## src/rtl/fpcsr_pkg.sv

```systemverilog
// Package: field positions and widths of the FPU status/control register.
// Assumes a 32-bit register with the fixed layout used by the FPU decode.
package fpcsr_pkg;
    localparam int REG_W      = 32;
    localparam int NUM_EXC    = 5;            // V,Z,O,U,I
    localparam int CAUSE_W    = NUM_EXC + 1;  // plus E
    localparam int RM_W       = 2;
    localparam int RM_LSB     = 0;
    localparam int FLAG_LSB   = RM_LSB + RM_W;          // 2
    localparam int ENA_LSB    = FLAG_LSB + NUM_EXC;     // 7
    localparam int CAUSE_LSB  = ENA_LSB + NUM_EXC;      // 12
    localparam int DN_BIT     = CAUSE_LSB + CAUSE_W;    // 18
    localparam int PR_BIT     = DN_BIT + 1;             // 19
    localparam int SZ_BIT     = PR_BIT + 1;             // 20
    localparam int FR_BIT     = SZ_BIT + 1;             // 21
    localparam int USED_W     = FR_BIT + 1;             // 22
    localparam logic [REG_W-1:0] RESET_VAL = 32'h0004_0001;

    typedef logic [CAUSE_W-1:0] cause_t;
    typedef logic [NUM_EXC-1:0] exc_t;
endpackage

```

## src/rtl/fpcsr_mode_bits.sv

```systemverilog
// Module: holds the mode settings (bank, size, precision, denormal, rounding)
// and decodes the reserved size+precision combination.
// Assumes a write strobe that, when high, loads all mode fields at once.
module fpcsr_mode_bits
    import fpcsr_pkg::*;
#(
    parameter int RM_WIDTH = RM_W
) (
    input  logic                clk,
    input  logic                rst_n,
    input  logic                wr_en,
    input  logic [REG_W-1:0]    wr_data,
    output logic                fr_o,
    output logic                sz_o,
    output logic                pr_o,
    output logic                dn_o,
    output logic [RM_WIDTH-1:0] rm_o,
    output logic                rsvd_o
);
    logic                fr_q, sz_q, pr_q, dn_q;
    logic [RM_WIDTH-1:0] rm_q;

    // Load mode fields on a write, restore reset values on reset.
    always_ff @(posedge clk) begin
        if (!rst_n) begin
            fr_q <= RESET_VAL[FR_BIT];
            sz_q <= RESET_VAL[SZ_BIT];
            pr_q <= RESET_VAL[PR_BIT];
            dn_q <= RESET_VAL[DN_BIT];
            rm_q <= RESET_VAL[RM_LSB +: RM_WIDTH];
        end else if (wr_en) begin
            fr_q <= wr_data[FR_BIT];
            sz_q <= wr_data[SZ_BIT];
            pr_q <= wr_data[PR_BIT];
            dn_q <= wr_data[DN_BIT];
            rm_q <= wr_data[RM_LSB +: RM_WIDTH];
        end
    end

    // Drive the decoded mode outputs.
    always_comb begin
        fr_o   = fr_q;
        sz_o   = sz_q;
        pr_o   = pr_q;
        dn_o   = dn_q;
        rm_o   = rm_q;
        rsvd_o = sz_q & pr_q;
    end

    AST_MODE_LOAD: assert property (@(posedge clk) disable iff (!rst_n)
        wr_en |=> (rm_o == $past(wr_data[RM_LSB +: RM_WIDTH]) && dn_o == $past(wr_data[DN_BIT])));
    AST_RSVD_FLAG: assert property (@(posedge clk) disable iff (!rst_n)
        (wr_en && wr_data[SZ_BIT] && wr_data[PR_BIT]) |=> rsvd_o);
endmodule

```

## src/rtl/fpcsr_exc_unit.sv

```systemverilog
// Module: cause, enable and flag fields plus trap request generation.
// Assumes op_done is a single-cycle strobe per completed operation and that
// a bus write in the same cycle overrides the operation.
module fpcsr_exc_unit
    import fpcsr_pkg::*;
#(
    parameter int N_EXC = NUM_EXC
) (
    input  logic               clk,
    input  logic               rst_n,
    input  logic               wr_en,
    input  logic [REG_W-1:0]   wr_data,
    input  logic               op_done,
    input  logic [N_EXC:0]     op_exc,
    output logic [N_EXC:0]     cause_o,
    output logic [N_EXC-1:0]   enable_o,
    output logic [N_EXC-1:0]   flag_o,
    output logic               trap_o
);
    localparam int CW = N_EXC + 1;

    logic [CW-1:0]    cause_q;
    logic [N_EXC-1:0] enable_q, flag_q;
    logic             trap_q;
    logic             op_take, trap_hit;

    // Decide whether an operation is accepted and whether it traps.
    always_comb begin
        op_take  = op_done & ~wr_en;
        trap_hit = op_exc[N_EXC] | (|(op_exc[N_EXC-1:0] & enable_q));
    end

    // Update cause and enable fields from a write or an accepted operation.
    always_ff @(posedge clk) begin
        if (!rst_n) begin
            cause_q  <= RESET_VAL[CAUSE_LSB +: CW];
            enable_q <= RESET_VAL[ENA_LSB +: N_EXC];
        end else if (wr_en) begin
            cause_q  <= wr_data[CAUSE_LSB +: CW];
            enable_q <= wr_data[ENA_LSB +: N_EXC];
        end else if (op_take) begin
            cause_q  <= op_exc;
        end
    end

    // Accumulate sticky flags for non-trapping operations.
    always_ff @(posedge clk) begin
        if (!rst_n)
            flag_q <= RESET_VAL[FLAG_LSB +: N_EXC];
        else if (wr_en)
            flag_q <= wr_data[FLAG_LSB +: N_EXC];
        else if (op_take && !trap_hit)
            flag_q <= flag_q | op_exc[N_EXC-1:0];
    end

    // Register the one-cycle trap request.
    always_ff @(posedge clk) begin
        if (!rst_n) trap_q <= 1'b0;
        else        trap_q <= op_take & trap_hit;
    end

    assign cause_o  = cause_q;
    assign enable_o = enable_q;
    assign flag_o   = flag_q;
    assign trap_o   = trap_q;

    AST_CAUSE_LOAD: assert property (@(posedge clk) disable iff (!rst_n)
        (op_done && !wr_en) |=> cause_o == $past(op_exc));
    AST_FLAG_HOLD: assert property (@(posedge clk) disable iff (!rst_n)
        (!wr_en && !op_done) |=> $stable(flag_o));
    AST_TRAP_SRC: assert property (@(posedge clk) disable iff (!rst_n)
        trap_o |-> ($past(op_done) && !$past(wr_en)));
    AST_ERR_NOFLAG: assert property (@(posedge clk) disable iff (!rst_n)
        (op_done && !wr_en && op_exc[N_EXC]) |=> (trap_o && $stable(flag_o)));
    AST_WR_WINS: assert property (@(posedge clk) disable iff (!rst_n)
        wr_en |=> (!trap_o && cause_o == $past(wr_data[CAUSE_LSB +: CW])));
endmodule

```

## src/rtl/fpu_status_ctrl.sv

```systemverilog
// Module: top of the FPU status/control register. Assembles the read value,
// routes writes to the mode and exception units, exports decoded modes.
// Assumes a synchronous active-low reset and a single-cycle write strobe.
module fpu_status_ctrl
    import fpcsr_pkg::*;
(
    input  logic                clk,
    input  logic                rst_n,
    input  logic                bus_wr_en,
    input  logic [REG_W-1:0]    bus_wr_data,
    output logic [REG_W-1:0]    bus_rd_data,
    input  logic                op_done,
    input  logic [CAUSE_W-1:0]  op_exc,
    output logic                trap_req,
    output logic                bank_swap,
    output logic                xfer_pair,
    output logic                dbl_prec,
    output logic                flush_denorm,
    output logic [RM_W-1:0]     round_mode,
    output logic                mode_reserved
);
    cause_t cause_w;
    exc_t   enable_w, flag_w;

    fpcsr_mode_bits #(.RM_WIDTH(RM_W)) u_mode (
        .clk     (clk),
        .rst_n   (rst_n),
        .wr_en   (bus_wr_en),
        .wr_data (bus_wr_data),
        .fr_o    (bank_swap),
        .sz_o    (xfer_pair),
        .pr_o    (dbl_prec),
        .dn_o    (flush_denorm),
        .rm_o    (round_mode),
        .rsvd_o  (mode_reserved)
    );

    fpcsr_exc_unit #(.N_EXC(NUM_EXC)) u_exc (
        .clk      (clk),
        .rst_n    (rst_n),
        .wr_en    (bus_wr_en),
        .wr_data  (bus_wr_data),
        .op_done  (op_done),
        .op_exc   (op_exc),
        .cause_o  (cause_w),
        .enable_o (enable_w),
        .flag_o   (flag_w),
        .trap_o   (trap_req)
    );

    // Assemble the read value; unused upper bits are constant zero.
    always_comb begin
        bus_rd_data = '0;
        bus_rd_data[FR_BIT]                 = bank_swap;
        bus_rd_data[SZ_BIT]                 = xfer_pair;
        bus_rd_data[PR_BIT]                 = dbl_prec;
        bus_rd_data[DN_BIT]                 = flush_denorm;
        bus_rd_data[CAUSE_LSB +: CAUSE_W]   = cause_w;
        bus_rd_data[ENA_LSB +: NUM_EXC]     = enable_w;
        bus_rd_data[FLAG_LSB +: NUM_EXC]    = flag_w;
        bus_rd_data[RM_LSB +: RM_W]         = round_mode;
    end

    AST_RSVD_ZERO: assert property (@(posedge clk) disable iff (!rst_n)
        bus_rd_data[REG_W-1:USED_W] == '0);
    AST_WR_VISIBLE: assert property (@(posedge clk) disable iff (!rst_n)
        bus_wr_en |=> bus_rd_data == ($past(bus_wr_data) & {{(REG_W-USED_W){1'b0}}, {USED_W{1'b1}}}));
endmodule

```

## config.mk

```make
export PLATFORM = sky130hd
export DESIGN_NAME = fpu_status_ctrl
export DESIGN_NICKNAME = d
export VERILOG_FILES = /design/src/rtl/fpcsr_pkg.sv /design/src/rtl/fpcsr_mode_bits.sv /design/src/rtl/fpcsr_exc_unit.sv /design/src/rtl/fpu_status_ctrl.sv
export SDC_FILE = /design/constraint.sdc
export NUM_CORES = 1
export LEC_CHECK = 0
export ABC_AREA = 1
export BUFFER_PORTS_ARGS = -buffer_cell sky130_fd_sc_hd__buf_2
export CORE_MARGIN = 2
export CORE_UTILIZATION = 25
export CTS_CLUSTER_SIZE = 10
export DETAILED_ROUTE_END_ITERATION = 16
export GPL_ROUTABILITY_DRIVEN = 0
export GPL_TIMING_DRIVEN = 0
export SLEW_MARGIN = 10
export SYNTH_ARGS = -nofsm -noshare
export SYNTH_HDL_FRONTEND = slang
export SYNTH_HIERARCHICAL = 1
export SYNTH_SLANG_ARGS = --single-unit
export TNS_END_PERCENT = 10
```

## constraint.sdc

```tcl
create_clock -name clk -period 1.4 [get_ports clk]
set_input_delay 0.07 -clock clk [delete_from_list [all_inputs] [get_ports clk]]
set_output_delay 0.07 -clock clk [all_outputs]
set_load 0.05 [all_outputs]
```

==> results.sh <==
export IMPL_use_met3=0.03134
export IMPL_hold_start="bus_wr_data[0]"
export IMPL_crit_chain="buf_4 > buf_2"
export IMPL_cts_tree="built"
export IMPL_layout_common_cells="buf_2, nand2_1, dfxtp_1, nor2_1, buf_4"
export IMPL_die_area_um2=5068
export IMPL_clock_path_buffers=2
export IMPL_fin_cells=284
export IMPL_whs_ps=12.70
export IMPL_cap_violations=0
export IMPL_syn_avg_cell_area_um2=7.143
export IMPL_syn_to_final_growth_pct=39.80
export IMPL_cp_num_buf_inv=2
export IMPL_synth_compound_area_frac=0.09091
export IMPL_initial_core_util=0.2592
export IMPL_synthAdderAreaFrac=0
export IMPL_synthCells=158
export IMPL_hold_viol=0
export IMPL_crit_slowest_cell="dfxtp_1"
export IMPL_crit_family="flip-flops"
export IMPL_numCtsBuffers=3
export IMPL_cts_setup_buffers=0
export IMPL_clock_root_buffer="clkbuf_8"
export IMPL_hp_class="in -> reg"
export IMPL_pre_cts_ws_ps=336.9
export IMPL_ant_nets=0
export IMPL_io_buffers=61
export IMPL_rr_startpoint="u_exc/enable_o[1]"
export IMPL_setup_tns_ps=0
export IMPL_synthSimpleGateAreaFrac=0.3038
export IMPL_met1_usage=0.1479
export IMPL_power_frac_comb=0.327
export IMPL_clock_sinks=23
export IMPL_route_detailed_drc=0
export IMPL_synth_cell_types=18
export IMPL_cp_start_kind="flop"
export IMPL_crit_start="u_mode/pr_o"
export IMPL_crit_fanout=4
export IMPL_synth_mux_area_frac=0
export IMPL_path_class="reg -> out"
export IMPL_vias=1131
export IMPL_p_seq_frac=0.427
export IMPL_drt_wl_total_um=2891
export IMPL_sw_frac_of_total=0.3757
export IMPL_cts_repair_resized=0
export IMPL_cp_arrival_ps=1000
export IMPL_synth_seq_area_share=0.4080
export IMPL_nFillCells=493
export IMPL_drt_iter0_drc=20
export IMPL_placed_cells=280
export IMPL_rows=24
export IMPL_power_leakage_nw=0.9113
export IMPL_htree_levels=1
export IMPL_timing_final_crit_share=0.7639
export IMPL_core_um2=4354
export IMPL_synth_seq_cells=23
export IMPL_critPathMaxStageDelay_ps=370
export IMPL_yosysWarnings=6
export IMPL_cp_required_ps=1330
export IMPL_synthXorXnorAreaFrac=0
export IMPL_clock_fmax_mhz=935.0
export IMPL_synth_top_family_by_area="simple AND/OR/NAND/NOR gates"
export IMPL_die_x_um=71.19
export IMPL_track_usage=0.1170
export IMPL_n_antenna_cell=0
export IMPL_clk_latency_ps=260
export IMPL_rsz0062_at_grt="false"
export IMPL_netlist_area_um2=1129
export IMPL_cts_hold_buffers=0
export IMPL_num_io_pins=82
export IMPL_hpwl_um=2236
export IMPL_grt_pass1_vias=1003
export IMPL_powerDensity_nw_per_um2=1075
export IMPL_p_clk_frac=0.246
export IMPL_grt_pass1_wl_um=4643
export IMPL_r2r_setup_slack_ps=460
export IMPL_final_common_cell="buf_2"
export IMPL_die_y_um=71.19
export IMPL_min_period_ps=1069
export IMPL_met2_usage=0.1996
export IMPL_grt_antenna_before_repair=0
export IMPL_grt_busiest_layer="met2"
export IMPL_clkSlewWorstSetupHoldPaths_ps=80
export IMPL_grt_max_degree=15
export IMPL_slew_violations=0
export IMPL_irDropWorstVdd_mv=0.6597
export IMPL_endpoint_kind="output port"
export IMPL_p_sw_w=0.0006371
export IMPL_setup_viol=0
export IMPL_p_int_w=0.001059
export IMPL_finalNetCount=275
export IMPL_layout_drive_gt1_share=0.4009
export IMPL_drt_first_pass_iters=4
export IMPL_viasPerCell=3.982
export IMPL_worst_slack_ps=330.5
export IMPL_status="finished, final reports clean"
export IMPL_postLayoutCoreUtil=0.3624
export IMPL_post_drt_wl_per_cell_um=10.18
export IMPL_finClkSkew_ps=2.089
export IMPL_gr_total_overflow=0
[through the flow]
stage / total power (W) / instance area [um^2]
global placement: 0.001294 / 1533
floorplan: 0.001159 / 1162
CTS: 0.001731 / 1578
global route: 0.001798 / 1578
finish: 0.001696 / 1578
detailed placement: 0.001299 / 1533
[synth_stat cells]
master,instances,share of area
buf_2,1,0.0044
inv_1,13,0.043
nand2_2,1,0.0055
a22oi_1,3,0.020
dfxtp_1,23,0.41
inv_2,2,0.0067
nor2_2,4,0.022
conb_1,1,0.0033
buf_6,3,0.030
a21oi_1,6,0.027
nand3_1,5,0.022
clkinv_1,1,0.0033
nor2_1,20,0.067
o21ai_0,10,0.044
nand4_1,5,0.028
buf_4,16,0.11
nand2_1,42,0.14
nor2_4,2,0.020
[worst paths after layout]
| check | end | cells past startpoint |
|---|---|---|
| setup reg to reg | u_exc/flag_o[4] | 5 |
| hold reg to reg | u_mode/rm_o[0] | 2 |
| setup / recovery | bus_rd_data[19] | 2 |
| hold / removal | u_mode/rm_o[0] | 3 |
[metal layers]
metal  wire length, um  share of wire
met2              1317           0.46
met3               225          0.078
met4                19         0.0066
met1              1328           0.46
met5                 0              0
[sequential cells by signal, indices dropped and copies added (netlist names)]
register,flops
u_exc/cause_o,6
u_mode/sz_o,1
u_exc/trap_o,1
u_mode/fr_o,1
u_exc/flag_o,5
u_mode/rm_o,2
u_exc/enable_o,5
u_mode/dn_o,1
u_mode/pr_o,1
[tightest hold or removal path: stages]
cell and delay [ps]:
buf_2 80, nand2_1 40, nand3_1 60
[cell families after synthesis]
| logic type | after synthesis |
|---|---|
| flops | 23 |
| simple gates | 79 |
| buf+inv | 36 |
| compound gates | 19 |
| other cells | 1 |
[power by group through the flow]
stage	clock network, W	logic [W]	registers (W)
floorplan	0	0.000261	0.000898
global placement	0	0.000554	0.000740
detailed placement	0	0.000558	0.000741
CTS	0.000446	0.000559	0.000726
global route	0.000467	0.000599	0.000731
finish	0.000417	0.000555	0.000724
[area by class of cell]
cell class | instances | area [um^2] | area share
well taps | 52 | 65.06 | 0.04124
multi-input cells | 108 | 483.0 | 0.3061
flip-flops and latches | 23 | 460.4 | 0.2918
repair buffers | 61 | 305.3 | 0.1935
plain buffers | 20 | 158.9 | 0.1007
clock buffers | 4 | 45.04 | 0.02855
inverters | 16 | 60.06 | 0.03807
(Power assumes the default switching activity.)
